<file path="src/rtl/nand_cag_pkg.sv">
// Shared state encoding for the NAND command/address cycle generator.
// Assumes: one phase in flight at a time.
package nand_cag_pkg;
    typedef enum logic [2:0] {
        ST_IDLE  = 3'd0,
        ST_LEAD  = 3'd1,
        ST_BYTE  = 3'd2,
        ST_TERM  = 3'd3,
        ST_TRAIL = 3'd4,
        ST_DONE  = 3'd5,
        ST_ERR   = 3'd6
    } cag_state_e;
endpackage

</file>
<file path="src/rtl/nand_cag_timer.sv">
// Cycle counter shared by the settle windows and the byte index.
// Assumes: clr is asserted on every state change by the sequencer.
module nand_cag_timer #(
    parameter int CNT_W = 4
) (
    input  logic             clk,
    input  logic             rst_n,
    input  logic             clr,
    output logic [CNT_W-1:0] cnt
);
    // Count up, restart from zero on clear or reset.
    always_ff @(posedge clk) begin
        if (!rst_n || clr) cnt <= '0;
        else               cnt <= cnt + 1'b1;
    end
endmodule

</file>
<file path="src/rtl/nand_cag_byte_sel.sv">
// Picks the I/O byte for a given byte index.
// Address bytes are low (bits DATA_W-1:0), mid (bits 2*DATA_W:DATA_W+1),
// high (bits OFS_W-1:2*DATA_W+1, zero-extended). Bit DATA_W is never sent.
// Assumes: 0 < OFS_W-2*DATA_W-1 <= DATA_W; ncyc is 1..3 for address phases.
module nand_cag_byte_sel #(
    parameter int DATA_W = 8,
    parameter int OFS_W  = 24
) (
    input  logic              is_addr,
    input  logic [DATA_W-1:0] cmd,
    input  logic [1:0]        ncyc,
    input  logic [OFS_W-1:0]  ofs,
    input  logic [1:0]        idx,
    output logic [DATA_W-1:0] byte_o
);
    localparam int HI_W = OFS_W - 2*DATA_W - 1;

    logic [DATA_W-1:0] b_low, b_mid, b_high;
    logic [1:0]        pos;

    assign b_low = ofs[DATA_W-1:0];
    assign b_mid = ofs[2*DATA_W:DATA_W+1];

    generate
        if (HI_W == DATA_W) begin : g_hi_full
            assign b_high = ofs[OFS_W-1 -: HI_W];
        end else begin : g_hi_pad
            assign b_high = {{(DATA_W-HI_W){1'b0}}, ofs[OFS_W-1 -: HI_W]};
        end
    endgenerate

    // Two-cycle addresses start at the mid byte; others start at the low byte.
    always_comb begin
        pos = idx + ((ncyc == 2'd2) ? 2'd1 : 2'd0);
        if (!is_addr)         byte_o = cmd;
        else if (pos == 2'd0) byte_o = b_low;
        else if (pos == 2'd1) byte_o = b_mid;
        else                  byte_o = b_high;
    end
endmodule

</file>
<file path="src/rtl/nand_cag_seq.sv">
// Phase sequencer: lead settle, byte strobes, terminate, trail settle, done.
// Assumes: start only while idle; nbytes is 1..3 whenever bad is low.
module nand_cag_seq
    import nand_cag_pkg::*;
#(
    parameter int SETTLE_CYC = 4,
    parameter int CNT_W      = 4
) (
    input  logic             clk,
    input  logic             rst_n,
    input  logic             start,
    input  logic             bad,
    input  logic [1:0]       nbytes,
    input  logic [CNT_W-1:0] cnt,
    output logic             cnt_clr,
    output cag_state_e       state
);
    localparam logic [CNT_W-1:0] SETTLE_LAST = CNT_W'(SETTLE_CYC - 1);

    cag_state_e st_nx;
    logic [CNT_W-1:0] byte_last;

    assign byte_last = CNT_W'(nbytes) - 1'b1;

    // Next-state decision from the current state and the shared counter.
    always_comb begin
        st_nx = state;
        case (state)
            ST_IDLE:  if (start) st_nx = bad ? ST_ERR : ST_LEAD;
            ST_LEAD:  if (cnt == SETTLE_LAST) st_nx = ST_BYTE;
            ST_BYTE:  if (cnt == byte_last)   st_nx = ST_TERM;
            ST_TERM:  st_nx = ST_TRAIL;
            ST_TRAIL: if (cnt == SETTLE_LAST) st_nx = ST_DONE;
            ST_DONE:  st_nx = ST_IDLE;
            ST_ERR:   st_nx = ST_IDLE;
            default:  st_nx = ST_IDLE;
        endcase
    end

    // Restart the counter whenever a new state begins.
    assign cnt_clr = (st_nx != state) || (state == ST_IDLE);

    // State register.
    always_ff @(posedge clk) begin
        if (!rst_n) state <= ST_IDLE;
        else        state <= st_nx;
    end

    AST_TERM_AFTER_BYTE: assert property (@(posedge clk) disable iff (!rst_n)
        (state == ST_TERM) |-> ($past(state) == ST_BYTE));
    AST_LEAD_FROM_IDLE: assert property (@(posedge clk) disable iff (!rst_n)
        $rose(state == ST_LEAD) |-> ($past(state) == ST_IDLE));
endmodule

</file>
<file path="src/rtl/nand_cmd_addr_gen.sv">
// NAND command/address cycle generator top.
// Captures one request while idle and plays it out on the flash control lines.
// Assumes: a downstream block owns data transfer and the ready/busy wait.
module nand_cmd_addr_gen
    import nand_cag_pkg::*;
#(
    parameter int DATA_W     = 8,
    parameter int OFS_W      = 24,
    parameter int SETTLE_CYC = 4
) (
    input  logic              clk,
    input  logic              rst_n,
    input  logic              req_valid,
    input  logic              req_is_addr,
    input  logic [DATA_W-1:0] req_cmd,
    input  logic [1:0]        req_ncyc,
    input  logic [OFS_W-1:0]  req_offset,
    input  logic              req_wp,
    input  logic              req_tail_wp,
    output logic              nand_ce,
    output logic              nand_cle,
    output logic              nand_ale,
    output logic              nand_wp,
    output logic [DATA_W-1:0] io_data,
    output logic              io_we,
    output logic              pipe_term,
    output logic              busy,
    output logic              done,
    output logic              err
);
    localparam int CNT_W = $clog2(SETTLE_CYC) + 2;

    cag_state_e        state;
    logic              start, bad, cnt_clr;
    logic [CNT_W-1:0]  cnt;
    logic              is_addr_q, wp_q, tail_q;
    logic [DATA_W-1:0] cmd_q, byte_w;
    logic [1:0]        ncyc_q, nbytes;
    logic [OFS_W-1:0]  ofs_q;
    logic              in_phase, latch_hi;

    assign start  = req_valid && (state == ST_IDLE);
    assign bad    = req_is_addr && (req_ncyc == 2'd0);
    assign nbytes = is_addr_q ? ncyc_q : 2'd1;

    // Capture the request fields at acceptance.
    always_ff @(posedge clk) begin
        if (!rst_n) begin
            is_addr_q <= 1'b0; cmd_q <= '0; ncyc_q <= '0;
            ofs_q <= '0; wp_q <= 1'b0; tail_q <= 1'b0;
        end else if (start) begin
            is_addr_q <= req_is_addr; cmd_q <= req_cmd; ncyc_q <= req_ncyc;
            ofs_q <= req_offset; wp_q <= req_wp; tail_q <= req_tail_wp;
        end
    end

    nand_cag_timer #(.CNT_W(CNT_W)) u_timer (
        .clk(clk), .rst_n(rst_n), .clr(cnt_clr), .cnt(cnt)
    );

    nand_cag_seq #(.SETTLE_CYC(SETTLE_CYC), .CNT_W(CNT_W)) u_seq (
        .clk(clk), .rst_n(rst_n), .start(start), .bad(bad), .nbytes(nbytes),
        .cnt(cnt), .cnt_clr(cnt_clr), .state(state)
    );

    nand_cag_byte_sel #(.DATA_W(DATA_W), .OFS_W(OFS_W)) u_sel (
        .is_addr(is_addr_q), .cmd(cmd_q), .ncyc(ncyc_q), .ofs(ofs_q),
        .idx(cnt[1:0]), .byte_o(byte_w)
    );

    // Decode the flash lines from the phase state.
    always_comb begin
        in_phase  = (state == ST_LEAD) || (state == ST_BYTE) ||
                    (state == ST_TERM) || (state == ST_TRAIL);
        latch_hi  = (state == ST_LEAD) || (state == ST_BYTE) || (state == ST_TERM);
        nand_ce   = in_phase;
        nand_cle  = latch_hi && !is_addr_q;
        nand_ale  = latch_hi && is_addr_q;
        nand_wp   = in_phase && (wp_q || ((state == ST_TRAIL) && is_addr_q && tail_q));
        io_we     = (state == ST_BYTE);
        io_data   = (state == ST_BYTE) ? byte_w : '0;
        pipe_term = (state == ST_TERM);
        busy      = (state != ST_IDLE);
        done      = (state == ST_DONE);
        err       = (state == ST_ERR);
    end

    AST_LATCH_EXCLUSIVE: assert property (@(posedge clk) disable iff (!rst_n)
        !(nand_cle && nand_ale));
    AST_LATCH_NEEDS_CE: assert property (@(posedge clk) disable iff (!rst_n)
        (nand_cle || nand_ale) |-> nand_ce);
    AST_STROBE_UNDER_LATCH: assert property (@(posedge clk) disable iff (!rst_n)
        io_we |-> ((nand_cle || nand_ale) && $past(nand_cle || nand_ale)));
    AST_TERM_AFTER_STROBE: assert property (@(posedge clk) disable iff (!rst_n)
        pipe_term |-> ($past(io_we) && !io_we && (nand_cle || nand_ale)));
    AST_LATCH_FALLS_AFTER_TERM: assert property (@(posedge clk) disable iff (!rst_n)
        pipe_term |=> (!nand_cle && !nand_ale && nand_ce && !pipe_term));
    AST_ERR_QUIET: assert property (@(posedge clk) disable iff (!rst_n)
        err |-> (!nand_ce && !io_we && !done));
    AST_ERR_SINGLE: assert property (@(posedge clk) disable iff (!rst_n)
        err |=> (!err && !nand_ce));
    AST_DONE_THEN_IDLE: assert property (@(posedge clk) disable iff (!rst_n)
        done |=> (!busy && !done));
endmodule

</file>
<file path="config.mk">
export PLATFORM = sky130hd
export DESIGN_NAME = nand_cmd_addr_gen
export DESIGN_NICKNAME = d
export VERILOG_FILES = /design/src/rtl/nand_cag_pkg.sv /design/src/rtl/nand_cag_timer.sv /design/src/rtl/nand_cag_byte_sel.sv /design/src/rtl/nand_cag_seq.sv /design/src/rtl/nand_cmd_addr_gen.sv
export SDC_FILE = /design/constraint.sdc
export NUM_CORES = 1
export LEC_CHECK = 0
export ABC_AREA = 1
export BUFFER_PORTS_ARGS = -buffer_cell sky130_fd_sc_hd__buf_4
export CAP_MARGIN = 15
export CORE_UTILIZATION = 50
export CTS_CLUSTER_DIAMETER = 30
export DETAILED_ROUTE_END_ITERATION = 10
export GPL_ROUTABILITY_DRIVEN = 0
export GPL_TIMING_DRIVEN = 0
export HOLD_SLACK_MARGIN = 0.06
export PLACE_DENSITY = 0.81
export SYNTH_ARGS = -nofsm -noshare
export SYNTH_HDL_FRONTEND = slang
export SYNTH_HIERARCHICAL = 1
export SYNTH_SLANG_ARGS = --single-unit
</file>
<file path="constraint.sdc">
create_clock -name clk -period 1.7 [get_ports clk]
set_input_delay 0.17 -clock clk [delete_from_list [all_inputs] [get_ports clk]]
set_output_delay 0.17 -clock clk [all_outputs]
set_load 0.05 [all_outputs]
</file>
; Yosys cells after proc, flatten, opt, wreduce, memory -nomap -nowiden
; Index checks and enable logic that the tools add are counted.
[word_totals]
word_cells = 53
input_bits = 40
output_inout_bits = 17
reg_bits = 44
[op_classes]
mux = 12
eq_ne = 11
addsub = 3
reduce_logical = 19
[ops]
columns = operator, count
row1 = $mux W8, 4
row2 = $mux W3, 5
row3 = $pmux W3 S5, 1
row4 = $eq A3 B3 Y1 const B, 3
row5 = $logic_and A1 B1 Y1, 7
row6 = $eq A3 B2 Y1 const B, 2
row7 = $logic_or A1 B1 Y1, 6
row8 = $add A4 B1 Y4 const B, 1
row9 = $eq A4 B2 Y1 const B, 1
row10 = $eq A4 B4 Y1, 1
row11 = $logic_not A2 Y1, 2
row12 = $eq A3 B1 Y1 const B, 1
row13 = $logic_not A3 Y1, 1
row14 = $ne A3 B3 Y1, 1
row15 = $reduce_bool A3 Y1, 1
row16 = $sub A2 B1 Y3 const B, 1
row17 = $add A2 B2 Y2, 1
row18 = $eq A2 B1 Y1 const B, 1
row19 = $eq A2 B2 Y1 const B, 1
row20 = $logic_not A1 Y1, 2
row21 = $mux W2, 1
row22 = $mux W1, 1

; Depth between registers and ports, before layout
[depth]
word_depth = 8
depth_mapped = 14

; Cells and area by module
; The synthesis kept the hierarchy.
[modules_own_cells]
columns = module, cells_per_inst, instances, area_per_inst_um2, seq_area_each_um2
row1 = nand_cmd_addr_gen, 355, 1, 2070.7, 740.7
row2 = nand_cag_byte_sel, 88, 1, 386.6, 0.0
row3 = nand_cag_seq, 51, 1, 277.8, 60.1
row4 = nand_cag_timer, 19, 1, 151.4, 80.1

; Worst setup path after synthesis
; No wires, ideal clock.
[synth_timing]
path_kind = register -> output
start = register ncyc_q[1]
end = output io_data[6]
path_stages_with_launch = 12
required_time_ns = 1.530
slack_ns = -0.307
n_path_buf = 1
arrival_ns = 1.837
cell_sequence = dfxtp_1 inv_1 nor2_1 ha_1 inv_2 buf_6 nand3_1 nand2_1 nor2_1 nor2_1 inv_1 nor2_1
[synth_via]
elab_chain_len = 8
elab_cells_between_ends = 9
cone_classes = 1 x add/sub / 2 x eq/ne / 5 x mux / 1 x reduce/logical
[synth_rtl]
columns = element, line
row1 = from (decl), nand_cmd_addr_gen.sv:38  ; logic [1:0] ncyc_q, nbytes;
row2 = from (signal assigned), nand_cmd_addr_gen.sv:52  ; is_addr_q <= req_is_addr; cmd_q <= req_cmd; ncyc_q <= req_ncyc;
row3 = $eq A2 B2 Y1 *, nand_cag_byte_sel.sv:34  ; pos = idx + ((ncyc == 2'd2) ? 2'd1 : 2'd0);
row4 = $mux W1 *, nand_cag_byte_sel.sv:34
row5 = $add A2 B2 Y2 *, nand_cag_byte_sel.sv:34
row6 = $eq A2 B1 Y1, nand_cag_byte_sel.sv:37  ; else if (pos == 2'd1) byte_o = b_mid;
row7 = $mux W8, nand_cag_byte_sel.sv:37
row8 = $mux W8 *, nand_cag_byte_sel.sv:36  ; else if (pos == 2'd0) byte_o = b_low;
row9 = $mux W8 *, nand_cag_byte_sel.sv:35  ; if (!is_addr) byte_o = cmd;
row10 = named net byte_w[6], nand_cmd_addr_gen.sv:37  ; logic [DATA_W-1:0] cmd_q, byte_w;
row11 = $mux W8 *, nand_cmd_addr_gen.sv:81  ; io_data = (state == ST_BYTE) ? byte_w : '0;
row12 = to (decl), nand_cmd_addr_gen.sv:24  ; output logic [DATA_W-1:0] io_data,
; The timed path passes the listed nets; every way through them passes the cells marked *.

; Final worst setup path
[layout_timing]
start = register ncyc_q[1]
end = output io_data[3]
; The elaborated chain is that of the path after synthesis.

==> results.md <==
- Status: finished, violations left
- Failing checks: negative setup slack
- RSZ-0062 raised after global routing: true
- Filler cell count: 473
- Post-route clock period utilization: 1.19
- CP Max Fanout: 6
- Critical-path top delay cell: dfxtp_2
- DRT Wirelength: 7290 um
- Worst Path Buf+Inv: 6
- Mean Syn Cell Area: 5.62 sq um
- Critical Path Max Stage Delay: 340 ps
- Worst r2r src: ncyc_q[1]
- Tightest Hold Check Type: in -> reg
- Clk_skew: 6.17 ps
- CTS tree: done
- WP data arrival: 1860 ps
- Min cycle time layout: 2030 ps
- Post-DP HPWL: 4870 um
- Worst-Margin Slew: 517 ps
- Nets: 622
- Total grt overflow: 0
- CTS H-tree depth: 2
- Final Max Tran Viols: 0
- Setup TNS Final: -2890 ps
- Row Count: 27
- Max cap viols: 0
- Reg clk slew, reported paths: 90 ps
- TritonCTS Sinks: 43
- Ratio of cells with drive above 1 in the final layout: 0.234
- Final antenna-violating net count: 0
- Initial Utilization: 0.519
- Syn. warnings: 6
- Critical path cell sequence: inv_2 -> nor2_4 -> ha_4 -> inv_2 -> nand2_4 -> nand2_8 -> buf_12 -> nand3_2 -> nand2_1 -> inv_1 -> nand2_1 -> nand2_1 -> inv_2 -> nor2_4 -> buf_8
- Chip height: 77.3 um
- First-pass GRT wire length: 12200 um
- PwrDens: 803 nW/um^2
- Worst setup SP type: flip-flop
- Syn nets: 548
- Longest Clk Path Bufs: 2
- Max Fclk: 494 MHz
- Die Span X: 77.3 um
- Hold path start: rst_n
- CP startpoint: ncyc_q[1]
- Area growth syn-to-layout: 33.7%
- 1st-iter DRT viols: 111
- DP Worst Slack: -384 ps
- Critical path type: reg -> out
- Non-Filler Instances: 652
- Post-synthesis cell area: 2840 sq um
- Port buffer count: 55
- Num ports: 57
- Maximum vdd drop: 0.000415 V
- Total Power: 3.05 mW
- First-pass DRT Iterations: 5
- GRT Util Overall: 0.253
- Syn Inst Count: 505
- PnR worst setup slack: -326 ps
- Number of CTS-inserted buffers: 5
- DRC violations left: 0
- Total number of vias: 3069
- Clock root buffer: clkbuf_8
- Worst skew pair latency: 300 ps
- Static Leak: 2.24 nW
- # diodes: 0
- Critical Path RT: 1530 ps
- Setup violators final: 13
- Vias/cell: 4.71
- WL/cell: 11.2 um
- Core Box Area: 5470 sq um
- Slew margin rel.: 0.655
- Delay-heaviest family, CP: simple AND/OR/NAND/NOR gates
- Vias in the first global route: 2835
- Setup crit end kind: primary output
- Pin count of the biggest net entering global routing: 19
- Placed Cells: 632
- Hold Violations, Final: 0
- Initial antenna violation count: 0
- Die area: 5980 sq um
[per-stage QoR]
stage / hold slack, ps / cell area (sq um) / util
6_report: 79.4 / 3790 / 0.693
5_1_grt: 77.3 / 3790 / 0.693
4_1_cts: 79.3 / 3710 / 0.679
3_5_place_dp: 396 / 3400 / 0.622
3_3_place_gp: 391 / 3400 / 0.622
2_1_floorplan: 268 / 2900 / -
[sequential cells by signal (all words and copies together) (netlist names)]
name         flops
ofs_q           23
ncyc_q           2
cmd_q            8
is_addr_q        1
u_timer/cnt      4
u_seq/state      3
wp_q             1
tail_q           1
[path summary, 6_finish.rpt]
kind / endpoint / slack [ps] / cells past startpoint
setup reg to reg: u_timer/cnt[0] / -130 / 14
hold reg to reg: u_timer/cnt[0] / 490 / 1
setup / recovery: io_data[3] / -330 / 15
hold / removal: u_seq/state[1] / 80 / 3
[cell type report]
type / instances / area (sq um) / area share
timing repair buffer: 68 / 576 / 0.152
tap: 72 / 90.1 / 0.0237
clock buffer: 6 / 72.6 / 0.0191
inverter: 156 / 586 / 0.154
sequential: 43 / 877 / 0.231
clock inverter: 2 / 12.5 / 0.00330
multi-input combinational: 283 / 1460 / 0.385
buffer: 22 / 119 / 0.0313
[cell usage in the layout, fill, tap and decap left out, types with 6 or more instances in the layout]
master      n
clkbuf_1    6
nand3_2     9
buf_4      57
nor2_1     48
nand4_1    38
buf_6      10
dfxtp_1    36
nand3_1    12
buf_1       8
nand2_1   135
inv_2      13
nor3_1      6
inv_1     143
nor2_4      9
[per-layer routing]
layer,vias up,share of wire,track usage
met3,14,0.057,0.0400
met2,101,0.49,0.450
met4,0,0.019,0.109
li1,1614,-,-
met1,1340,0.44,0.299
met5,-,0,0
[repair_timing]
item / in CTS / in global routing
endpoints found under the setup margin: 18 / 18
hold buffers: 0 / 0
buffers inserted: 8 / 3
gates cloned: 2 / 0
pin swaps: 25 / 19
gates resized for setup: 55 / 15
[worst min-delay path: cells and delay by family]
family	cells	cell delay, ps
and+or+nand+nor	1	50
buffers and inverters	2	140
[report_power, final]
| group | total [mW] | switching (mW) | internal, mW |
|---|---|---|---|
| registers | 1.20 | 0.0794 | 1.12 |
| logic | 1.19 | 0.723 | 0.464 |
| clock network | 0.654 | 0.367 | 0.288 |
| total | 3.05 | 1.17 | 1.88 |
Note: power is estimated with default switching activity, not from simulation.
